==> config.mk <==
export PLATFORM = sky130hd
export DESIGN_NAME = sp_round_pack
export DESIGN_NICKNAME = d
export VERILOG_FILES = /design/src/rtl/sp_rp_pkg.sv /design/src/rtl/rp_tiny_align.sv /design/src/rtl/rp_round_stage.sv /design/src/rtl/rp_pack.sv /design/src/rtl/sp_round_pack.sv
export SDC_FILE = /design/constraint.sdc
export NUM_CORES = 1
export LEC_CHECK = 0
export ABC_AREA = 1
export BUFFER_PORTS_ARGS = -buffer_cell sky130_fd_sc_hd__buf_2
export CORE_AREA = 2 2 133 135
export DETAILED_ROUTE_END_ITERATION = 8
export DIE_AREA = 0 0 135 137
export GPL_ROUTABILITY_DRIVEN = 0
export PLACE_DENSITY_LB_ADDON = 0.08
export SYNTH_ARGS = -nofsm -noshare
export SYNTH_HDL_FRONTEND = slang
export SYNTH_SLANG_ARGS = --single-unit
==> constraint.sdc <==
create_clock -name clk -period 7.2 [get_ports clk]
set_input_delay 0.36 -clock clk [delete_from_list [all_inputs] [get_ports clk]]
set_output_delay 0.36 -clock clk [all_outputs]
set_load 0.01 [all_outputs]
==> src/rtl/sp_rp_pkg.sv <==
package sp_rp_pkg;

  localparam int MANT_W  = 27;   // leading one + fraction + 3-bit tail
  localparam int TAIL_W  = 3;
  localparam int FRAC_W  = MANT_W - 1 - TAIL_W;
  localparam int SIG_W   = FRAC_W + 1;
  localparam int EFLD_W  = 8;
  localparam int EBIAS   = 127;
  localparam int EMIN    = -126;
  localparam int EMAX    = 127;
  localparam int SHIFT_W = $clog2(MANT_W + 1);

  typedef enum logic [1:0] {
    RM_NEAR = 2'd0,
    RM_ZERO = 2'd1,
    RM_UP   = 2'd2,
    RM_DOWN = 2'd3
  } rmode_e;

  localparam logic [30:0] MAG_INF   = 31'h7F80_0000;
  localparam logic [30:0] MAG_MAXF  = 31'h7F7F_FFFF;
  localparam logic [30:0] MAG_MINN  = 31'h0080_0000;

  // amount added to the working mantissa for a given tail, sign and mode
  function automatic logic [MANT_W:0] rp_round(input logic sgn,
                                               input logic [MANT_W-1:0] m,
                                               input rmode_e md);
    logic [MANT_W:0] inc;
    inc = '0;
    if (m[TAIL_W-1:0] != '0) begin
      unique case (md)
        RM_NEAR: inc = (MANT_W+1)'(3) + (MANT_W+1)'(m[TAIL_W]);
        RM_ZERO: inc = '0;
        RM_UP:   inc = sgn ? '0 : (MANT_W+1)'(8);
        RM_DOWN: inc = sgn ? (MANT_W+1)'(8) : '0;
      endcase
    end
    return {1'b0, m} + inc;
  endfunction

  // right shift that folds every lost one into bit 0
  function automatic logic [MANT_W-1:0] rp_sticky_shr(input logic [MANT_W-1:0] m,
                                                      input logic [SHIFT_W-1:0] sh);
    logic [MANT_W-1:0] lost_mask;
    lost_mask = ~({MANT_W{1'b1}} << sh);
    return (m >> sh) | {{(MANT_W-1){1'b0}}, |(m & lost_mask)};
  endfunction

  // directed saturation choices
  function automatic logic pick_inf(input logic sgn, input rmode_e md);
    return (md == RM_NEAR) || (md == RM_UP && !sgn) || (md == RM_DOWN && sgn);
  endfunction

  function automatic logic pick_minnorm(input logic sgn, input rmode_e md);
    return (md == RM_UP && !sgn) || (md == RM_DOWN && sgn);
  endfunction

endpackage

==> src/rtl/rp_tiny_align.sv <==
module rp_tiny_align
  import sp_rp_pkg::*;
#(
  parameter int EXP_W = 10
) (
  input  logic                     sgn,
  input  logic signed [EXP_W-1:0]  exp_in,
  input  logic [MANT_W-1:0]        mant_in,
  input  rmode_e                   md,
  input  logic                     flush_en,
  output logic signed [EXP_W-1:0]  exp_al,
  output logic [MANT_W-1:0]        mant_al,
  output logic                     flush_hit,
  output logic [31:0]              flush_word,
  output logic                     promote_hit
);

  logic            is_tiny;
  logic            at_edge;
  logic [MANT_W:0] pre_rnd;
  logic [3:0]      pre_lsb_unused;
  logic [SHIFT_W-1:0] sh_amt;
  int              sh_full;

  assign is_tiny   = (int'(exp_in) < EMIN);
  assign at_edge   = (int'(exp_in) == EMIN - 1);
  assign pre_rnd   = rp_round(sgn, mant_in, md);
  assign pre_lsb_unused = pre_rnd[3:0];

  assign flush_hit   = is_tiny && flush_en;
  assign promote_hit = at_edge && !flush_en && pre_rnd[MANT_W];

  always_comb begin
    sh_full = EMIN - int'(exp_in);
    if (sh_full > MANT_W) sh_amt = SHIFT_W'(MANT_W);
    else                  sh_amt = SHIFT_W'(sh_full);
  end

  always_comb begin
    exp_al  = exp_in;
    mant_al = mant_in;
    if (promote_hit) begin
      exp_al  = EXP_W'(EMIN);
      mant_al = {pre_rnd[MANT_W:TAIL_W+1], {TAIL_W{1'b0}}};
    end else if (is_tiny) begin
      exp_al  = EXP_W'(EMIN);
      mant_al = rp_sticky_shr(mant_in, sh_amt);
    end
  end

  assign flush_word = {sgn, pick_minnorm(sgn, md) ? MAG_MINN : 31'd0};

endmodule

==> src/rtl/rp_round_stage.sv <==
module rp_round_stage
  import sp_rp_pkg::*;
#(
  parameter int EXP_W = 10
) (
  input  logic                    sgn,
  input  logic signed [EXP_W-1:0] exp_al,
  input  logic [MANT_W-1:0]       mant_al,
  input  rmode_e                  md,
  output logic [SIG_W-1:0]        sig,
  output logic signed [EXP_W:0]   exp_rd,
  output logic                    rnd_inexact,
  output logic                    rnd_tiny,
  output logic                    carry_hit
);

  logic [MANT_W:0]    rounded;
  logic [TAIL_W-1:0]  rnd_lsb_unused;

  assign rounded        = rp_round(sgn, mant_al, md);
  assign rnd_lsb_unused = rounded[TAIL_W-1:0];
  assign carry_hit      = rounded[MANT_W];

  assign sig = carry_hit ? rounded[MANT_W:TAIL_W+1] : rounded[MANT_W-1:TAIL_W];
  assign exp_rd = {exp_al[EXP_W-1], exp_al} + {{EXP_W{1'b0}}, carry_hit};

  assign rnd_inexact = |mant_al[TAIL_W-1:0];
  assign rnd_tiny    = rnd_inexact && !mant_al[MANT_W-1];

endmodule

==> src/rtl/rp_pack.sv <==
module rp_pack
  import sp_rp_pkg::*;
#(
  parameter int EXP_W = 10
) (
  input  logic                  sgn,
  input  logic [SIG_W-1:0]      sig,
  input  logic signed [EXP_W:0] exp_rd,
  input  rmode_e                md,
  output logic [31:0]           word,
  output logic                  ovf_hit,
  output logic                  denorm_hit
);

  logic [EFLD_W-1:0] efield;

  assign ovf_hit    = (int'(exp_rd) > EMAX);
  assign denorm_hit = !sig[SIG_W-1];
  assign efield     = EFLD_W'(int'(exp_rd) + EBIAS);

  always_comb begin
    if (ovf_hit)
      word = {sgn, pick_inf(sgn, md) ? MAG_INF : MAG_MAXF};
    else if (denorm_hit)
      word = {sgn, {EFLD_W{1'b0}}, sig[FRAC_W-1:0]};
    else
      word = {sgn, efield, sig[FRAC_W-1:0]};
  end

endmodule

==> src/rtl/sp_round_pack.sv <==
module sp_round_pack
  import sp_rp_pkg::*;
#(
  parameter int EXP_W = 10
) (
  input  logic                    clk,
  input  logic                    rst,
  input  logic                    in_valid,
  input  logic                    in_sign,
  input  logic signed [EXP_W-1:0] in_exp,
  input  logic [26:0]             in_mant,
  input  logic [1:0]              rmode,
  input  logic                    flush_en,
  input  logic                    uf_trap_en,
  output logic                    out_valid,
  output logic [31:0]             out_word,
  output logic                    flag_inexact,
  output logic                    flag_underflow,
  output logic                    flag_overflow
);

  rmode_e                  md;
  logic signed [EXP_W-1:0] exp_al;
  logic [MANT_W-1:0]       mant_al;
  logic                    flush_hit;
  logic [31:0]             flush_word;
  logic                    promote_hit;
  logic [SIG_W-1:0]        sig;
  logic signed [EXP_W:0]   exp_rd;
  logic                    rnd_inexact;
  logic                    rnd_tiny;
  logic                    carry_hit;
  logic [31:0]             pack_word;
  logic                    ovf_hit;
  logic                    denorm_hit;

  logic [31:0] nxt_word;
  logic        nxt_inexact;
  logic        nxt_underflow;
  logic        nxt_overflow;

  assign md = rmode_e'(rmode);

  rp_tiny_align #(.EXP_W(EXP_W)) u_align (
    .sgn        (in_sign),
    .exp_in     (in_exp),
    .mant_in    (in_mant),
    .md         (md),
    .flush_en   (flush_en),
    .exp_al     (exp_al),
    .mant_al    (mant_al),
    .flush_hit  (flush_hit),
    .flush_word (flush_word),
    .promote_hit(promote_hit)
  );

  rp_round_stage #(.EXP_W(EXP_W)) u_round (
    .sgn        (in_sign),
    .exp_al     (exp_al),
    .mant_al    (mant_al),
    .md         (md),
    .sig        (sig),
    .exp_rd     (exp_rd),
    .rnd_inexact(rnd_inexact),
    .rnd_tiny   (rnd_tiny),
    .carry_hit  (carry_hit)
  );

  rp_pack #(.EXP_W(EXP_W)) u_pack (
    .sgn       (in_sign),
    .sig       (sig),
    .exp_rd    (exp_rd),
    .md        (md),
    .word      (pack_word),
    .ovf_hit   (ovf_hit),
    .denorm_hit(denorm_hit)
  );

  always_comb begin
    if (flush_hit) begin
      nxt_word      = flush_word;
      nxt_inexact   = 1'b1;
      nxt_underflow = 1'b1;
      nxt_overflow  = 1'b0;
    end else begin
      nxt_word      = pack_word;
      nxt_overflow  = ovf_hit;
      nxt_inexact   = promote_hit || rnd_inexact || ovf_hit;
      nxt_underflow = rnd_tiny || (denorm_hit && !ovf_hit && uf_trap_en);
    end
  end

  always_ff @(posedge clk) begin
    if (rst) begin
      out_valid      <= 1'b0;
      out_word       <= '0;
      flag_inexact   <= 1'b0;
      flag_underflow <= 1'b0;
      flag_overflow  <= 1'b0;
    end else begin
      out_valid <= in_valid;
      if (in_valid) begin
        out_word       <= nxt_word;
        flag_inexact   <= nxt_inexact;
        flag_underflow <= nxt_underflow;
        flag_overflow  <= nxt_overflow;
      end
    end
  end

endmodule

* Yosys cells after proc, flatten, opt, wreduce, memory -nomap -nowiden *
Index checks and enable logic that the tools add are counted.

cells by class
  add/sub/neg operators = 7
  multiply operators = 0
  div/mod/pow operators = 0
  order comparisons = 3
  equality and inequality tests = 4
  shift-type cells = 2
  multiplexer cells = 20
  bitwise gates (word level) = 3
  reduce and logical (&&, ||, !) cells = 24

operators by type and width
  operator                 count
  $pmux W28 S4             2
  $mux W31                 3
  $mux W24                 3
  $add A27 B28 Y28         2
  $mux W28                 2
  $mux W27                 2
  $gt A32 B6 Y1 const B    1
  $and A27 B27 Y27         1
  $not A27 Y27             1
  $or A27 B1 Y27           1
  $reduce_or A27 Y1        1
  $shl A27 B5 Y27 const A  1
  $shr A27 B5 Y27          1
  $mux W10                 2
  $add A10 B2 Y11          1
  $gt A11 B8 Y1 const B    1
  $sub A8 B10 Y11 const A  1
  $eq A10 B8 Y1 const B    1
  $lt A10 B8 Y1 const B    1
  $add A8 B8 Y8 const B    1
  $logic_and A1 B1 Y1      8
  $mux W4                  2
  $add A2 B1 Y3 const A    2
  $logic_or A1 B1 Y1       6
  8 further kinds          16

word-level totals
  register bits = 36
  latch bits = 0
  bits in writable memories = 0
  memory bits (read-only) = 0
  word-level logic and storage cells = 68
  memories = 0

* Logic depth before layout (Yosys ltp) *
  word-level depth = 21
  depth in mapped cells = 51
  mapped depth without buffers = 50

* Modules after synthesis *
A second synthesis with hierarchy kept.

unflattened totals
  cells, all modules = 1212
  area, all modules = 6691.4 sq um

modules (own cells, without submodules)
  module          instances  cells each  area each (sq um)  sequential area each (sq um)
  rp_tiny_align   1          620         3136.8             0.0
  sp_round_pack   1          199         1692.9             720.7
  rp_round_stage  1          274         1301.2             0.0
  rp_pack         1          119         560.5              0.0

* Worst setup path before layout *
OpenSTA, ideal clock, no wires.

  kind = input -> register
  from = in in_exp[0]
  to = reg out_word[19]
  library setup time = 0.134 ns
  data arrival time = 5.363 ns
  required time = 7.066 ns
  path slack = 1.704 ns
  cell stages on the path = 47
  path buffers = 3
  path through = ha_1 -> inv_1 -> nand2_1 -> nand2_1 -> nor2_1 -> nand2_1 -> nand2_2 -> nor2_4 -> nand3_4 -> nand2_8 -> buf_8 -> buf_12 -> nand3_2 -> nand2_1 -> nand2_1 -> nand2_1 -> nand2_1 -> nand2_1 -> [... 11 more ...] -> nand2_1 -> a21oi_1 -> ha_1 -> ha_1 -> ha_1 -> nor3_1 -> nand2_1 -> nor3_1 -> nand3_1 -> nand3_1 -> nand2_2 -> inv_2 -> nand2_1 -> nand2_1 -> inv_2 -> buf_4 -> nand2_1 -> a21oi_1

between the ends
  longest elaborated chain between the ends = 17
  elaborated cells on any way between the ends = 29
  those cells by class = 4 x add/sub; 3 x order compare; 1 x eq/ne; 2 x shift; 11 x mux; 3 x bitwise; 5 x reduce/logical

RTL lines
  item                                         line                                        text
  from (decl)                                  sp_round_pack.sv:10                         input logic signed [EXP_W-1:0] in_exp,
  $sub A8 B10 Y11                              rp_tiny_align.sv:34                         sh_full = EMIN - int'(exp_in);
  $gt A32 B6 Y1                                rp_tiny_align.sv:35                         if (sh_full > MANT_W) sh_amt = SHIFT_W'(MANT_W);
  $mux W5                                      rp_tiny_align.sv:35
  $shl A27 B5 Y27                              sp_rp_pkg.sv:45                             lost_mask = ~({MANT_W{1'b1}} << sh);
  $not A27 Y27                                 sp_rp_pkg.sv:45
  $and A27 B27 Y27                             sp_rp_pkg.sv:46                             return (m >> sh) | {{(MANT_W-1){1'b0}}, |(m & lost_mask)};
  $reduce_or A27 Y1                            sp_rp_pkg.sv:46
  $or A27 B1 Y27                               sp_rp_pkg.sv:46
  $mux W27                                     rp_tiny_align.sv:45                         end else if (is_tiny) begin
  $mux W27                                     rp_tiny_align.sv:42                         if (promote_hit) begin
  $reduce_bool A3 Y1                           sp_rp_pkg.sv:30                             if (m[TAIL_W-1:0] != '0) begin
  $mux W28                                     sp_rp_pkg.sv:30
  $add A27 B28 Y28                             sp_rp_pkg.sv:38                             return {1'b0, m} + inc;
  $add A10 B2 Y11 or $mux W24 (tied branches)  rp_round_stage.sv:25, rp_round_stage.sv:24
  $gt A11 B8 Y1 or $mux W31 (tied branches)    rp_pack.sv:17, rp_pack.sv:24
  $mux W31                                     rp_pack.sv:22                               if (ovf_hit)
  $mux W31 *                                   sp_round_pack.sv:80                         if (flush_hit) begin
  to (signal assigned)                         sp_round_pack.sv:103                        out_word <= nxt_word;
  to (decl)                                    sp_round_pack.sv:16                         output logic [31:0] out_word,

Every way passes the cells marked *; elsewhere a longest branch is shown, timed or not. The select of a mux whose other input is x is not followed.
A chain may end at the register's enable or synchronous reset.

* Worst setup path after layout *
  from = in in_exp[0]
  to = reg out_word[18]

Same word-level chain as after synthesis.

==> impl_metrics.ini <==
[setup_path]
end_kind = register
cp_max_fo = 31
critPathArrivalTime_ps = 6590
worst_path_largest_cell_delay_ps = 340
worstRegToRegCells = 2
reg2reg_from = out_word[27]
startpoint = in_exp[0]
path_common_cell = nand2_1
crit_slowest_cell = or2_2
startpoint_type = input pin
criticalPathCategory = in2reg
worstPathRequired_ps = 7330

[clock_network]
cts_root_buffer = clkbuf_16
ctsHoldBuffers = 0
cts_max_level = 2
cts_sinks = 36
clock_path_buffers = 2
cts_setup_buffers = 0
cts_resized = 0
tritoncts = yes
clk_pin_slew_worst_paths_ps = 60
cts_made_buffers = 5
clk_latency_ps = 280

[synthesis]
yosys_warnings = 0
synth_common_cells = 390 x nand2_1, 158 x nand3_1, 92 x inv_1
ys_ff_latch = 36
synth.most_common_cell = nand2_1
syn_avg_cell_area_um2 = 5.39
async_flop_share_pct = 0
synthTopCellsByArea = nand2_1 25%, nand3_1 14%, dfxtp_1 12%, inv_1 5.9%, a21oi_1 4.9%
synth-edff-count = 0
synth_cells = 1083
syn_area_mm2 = 0.00584
synth_cell_types = 47
seq_area_frac_synth_pct = 12.3
syn_nets = 1141
synth_top_area_share_pct = 25.1
yosysTopAreaCell = nand2_1
synthFlopType = dfxtp_1

[sta]
period_share_pct = 89.6
min_period_ps = 6450
max-slew-margin-rel_pct = 54.2
max_slew.worst_pin.slew_ps = 684
max_freq_ghz = 0.155
final_max_slew_viol_count = 0
finClkSkew_ps = 0
rsz0062_at_grt = no
setup_viol = 0
setup_tns_ps = 0
hold_viol_final = 0

[floorplan]
pin_count = 81
fp.dieW_um = 135
initial_core_util_pct = 34.2
core_mm2 = 0.0171
die_y_um = 137
rows = 48
dieArea_mm2 = 0.0185

[route]
drt_iter0_drc = 742
routedWlPerCell_um = 17.2
vias = 7443
postRouteAntennaNets = 0
drtPass1Iterations = 5
routed_wl_mm = 23.6
drc_errors = 0
viasPerCell = 5.42

[final_layout]
layout.nets = 1205
seqCellArea_um2 = 721
num_antenna_cells = 0
stdcell_area_mm2 = 0.00653
n_fill_cell = 2022
multi_input_area_mm2 = 0.00442
drive_gt1_share_pct = 16.7
area_delta_synth_final_pct = 11.8

[global_routing]
grt_max_degree = 37
antenna_found_initial = 0
grt_pass1_wl_mm = 36.9
grt_usage_pct = 25.3
grt.overflow.total = 0
grt_pass1_vias = 6892

[hold_path]
hp-class = in2reg
min_from = in_sign
min_delay_path_depth = 3

[pwr]
power_frac_comb_pct = 52.0
swShare_pct = 46.4
p_seq_share_pct = 24.5
total_power_mw = 0.900
power_density_mw_per_mm2 = 138
p_leak_nw = 3.30
peakVddDrop_v = 0.0000993
clock_power_share_pct = 23.5
p_int_mw = 0.482
switchingPower_mw = 0.418

[job]
drv_cap = 0

[status]
status = finished clean

[place]
place.port_buffers = 80
dpl-instance-area_mm2 = 0.00638
hpwlAfterDp_mm = 18.8
-- through the flow --
stage / utilization, % / setup slack [ps] / instances / hold WS (ps)
2_1_floorplan: - / 1700 / 1083 / 490
3_3_place_gp: 37.4 / 625 / 1365 / 453
3_5_place_dp: 37.4 / 583 / 1365 / 453
4_1_cts: 38.3 / 865 / 1373 / 354
5_1_grt: 38.3 / 8.35 / 1373 / 372
6_report: 38.3 / 746 / 1373 / 356
-- cell type report --
class	instances	share of cell area, %
Timing Repair Buffer	98	8.21
Multi-Input combinational cell	893	67.7
Tap cell	225	4.31
Clock buffer	6	1.97
Clock inverter	2	0.249
Sequential cell	36	11.0
Inverter	113	6.52
-- per-layer routing --
layer  part of all wire (%)  wire [um]  track usage [%]
met5                      0          0                0
met2                     45      10700             41.8
met3                    6.9       1640             3.93
met1                     44      10400             33.6
met4                    3.7        882             9.03
-- final timing paths --
path	slack, ps	endpoint
min reg2reg	460	out_word[11]
max reg2reg	6540	out_word[27]
max	750	out_word[18]
min	360	out_word[31]
-- cell usage in the layout (no fill, tap or decap), types with 13 or more instances in the layout --
cell,synthesis,layout
a21oi_1,57,57
buf_2,9,80
buf_4,13,18
dfxtp_1,36,36
ha_1,13,13
inv_1,92,92
inv_2,19,18
nand2_1,390,390
nand2_2,14,14
nand3_1,158,158
nand3_2,15,15
nand4_1,37,37
nor2_1,75,75
o21ai_0,25,25
o21ai_1,14,14
-- sequential cells by signal (all words and copies together) (netlist names) --
register,cells
flag_inexact,1
flag_overflow,1
flag_underflow,1
out_valid,1
out_word,32
-- kinds of logic (layout without fill, tap and decap cells) --
| kind of cell | Yosys count | count (layout) | share of synthesized area [%] |
|---|---|---|---|
| xor gates and xnor gates | 10 | 10 | 1.50 |
| buffers and inverters | 154 | 219 | 12.0 |
| and+or+nand+nor | 746 | 746 | 59.4 |
| AOI/OAI and AO/OA | 124 | 124 | 12.0 |
| DFF | 36 | 36 | 12.3 |
| adders and majority gates | 13 | 13 | 2.79 |
-- power by group through the flow --
stage / clock network (mW) / logic [mW] / registers [mW]
after floorplan: 0 / 0.314 / 0.232
after global placement: 0 / 0.464 / 0.225
after detailed placement: 0 / 0.459 / 0.225
after CTS: 0.218 / 0.461 / 0.221
after global routing: 0.225 / 0.518 / 0.222
final: 0.211 / 0.468 / 0.221
-- worst max-delay path, delay by kind of cell --
family | cells | cell delay [ps]
adder cells (fa/ha/maj) | 5 | 1330
buffers and inverters | 4 | 610
AND/OR/NAND/NOR | 24 | 2900
AO/OA/AOI/OAI | 9 | 1370
No activity file was read; power rests on OpenSTA's default activity.
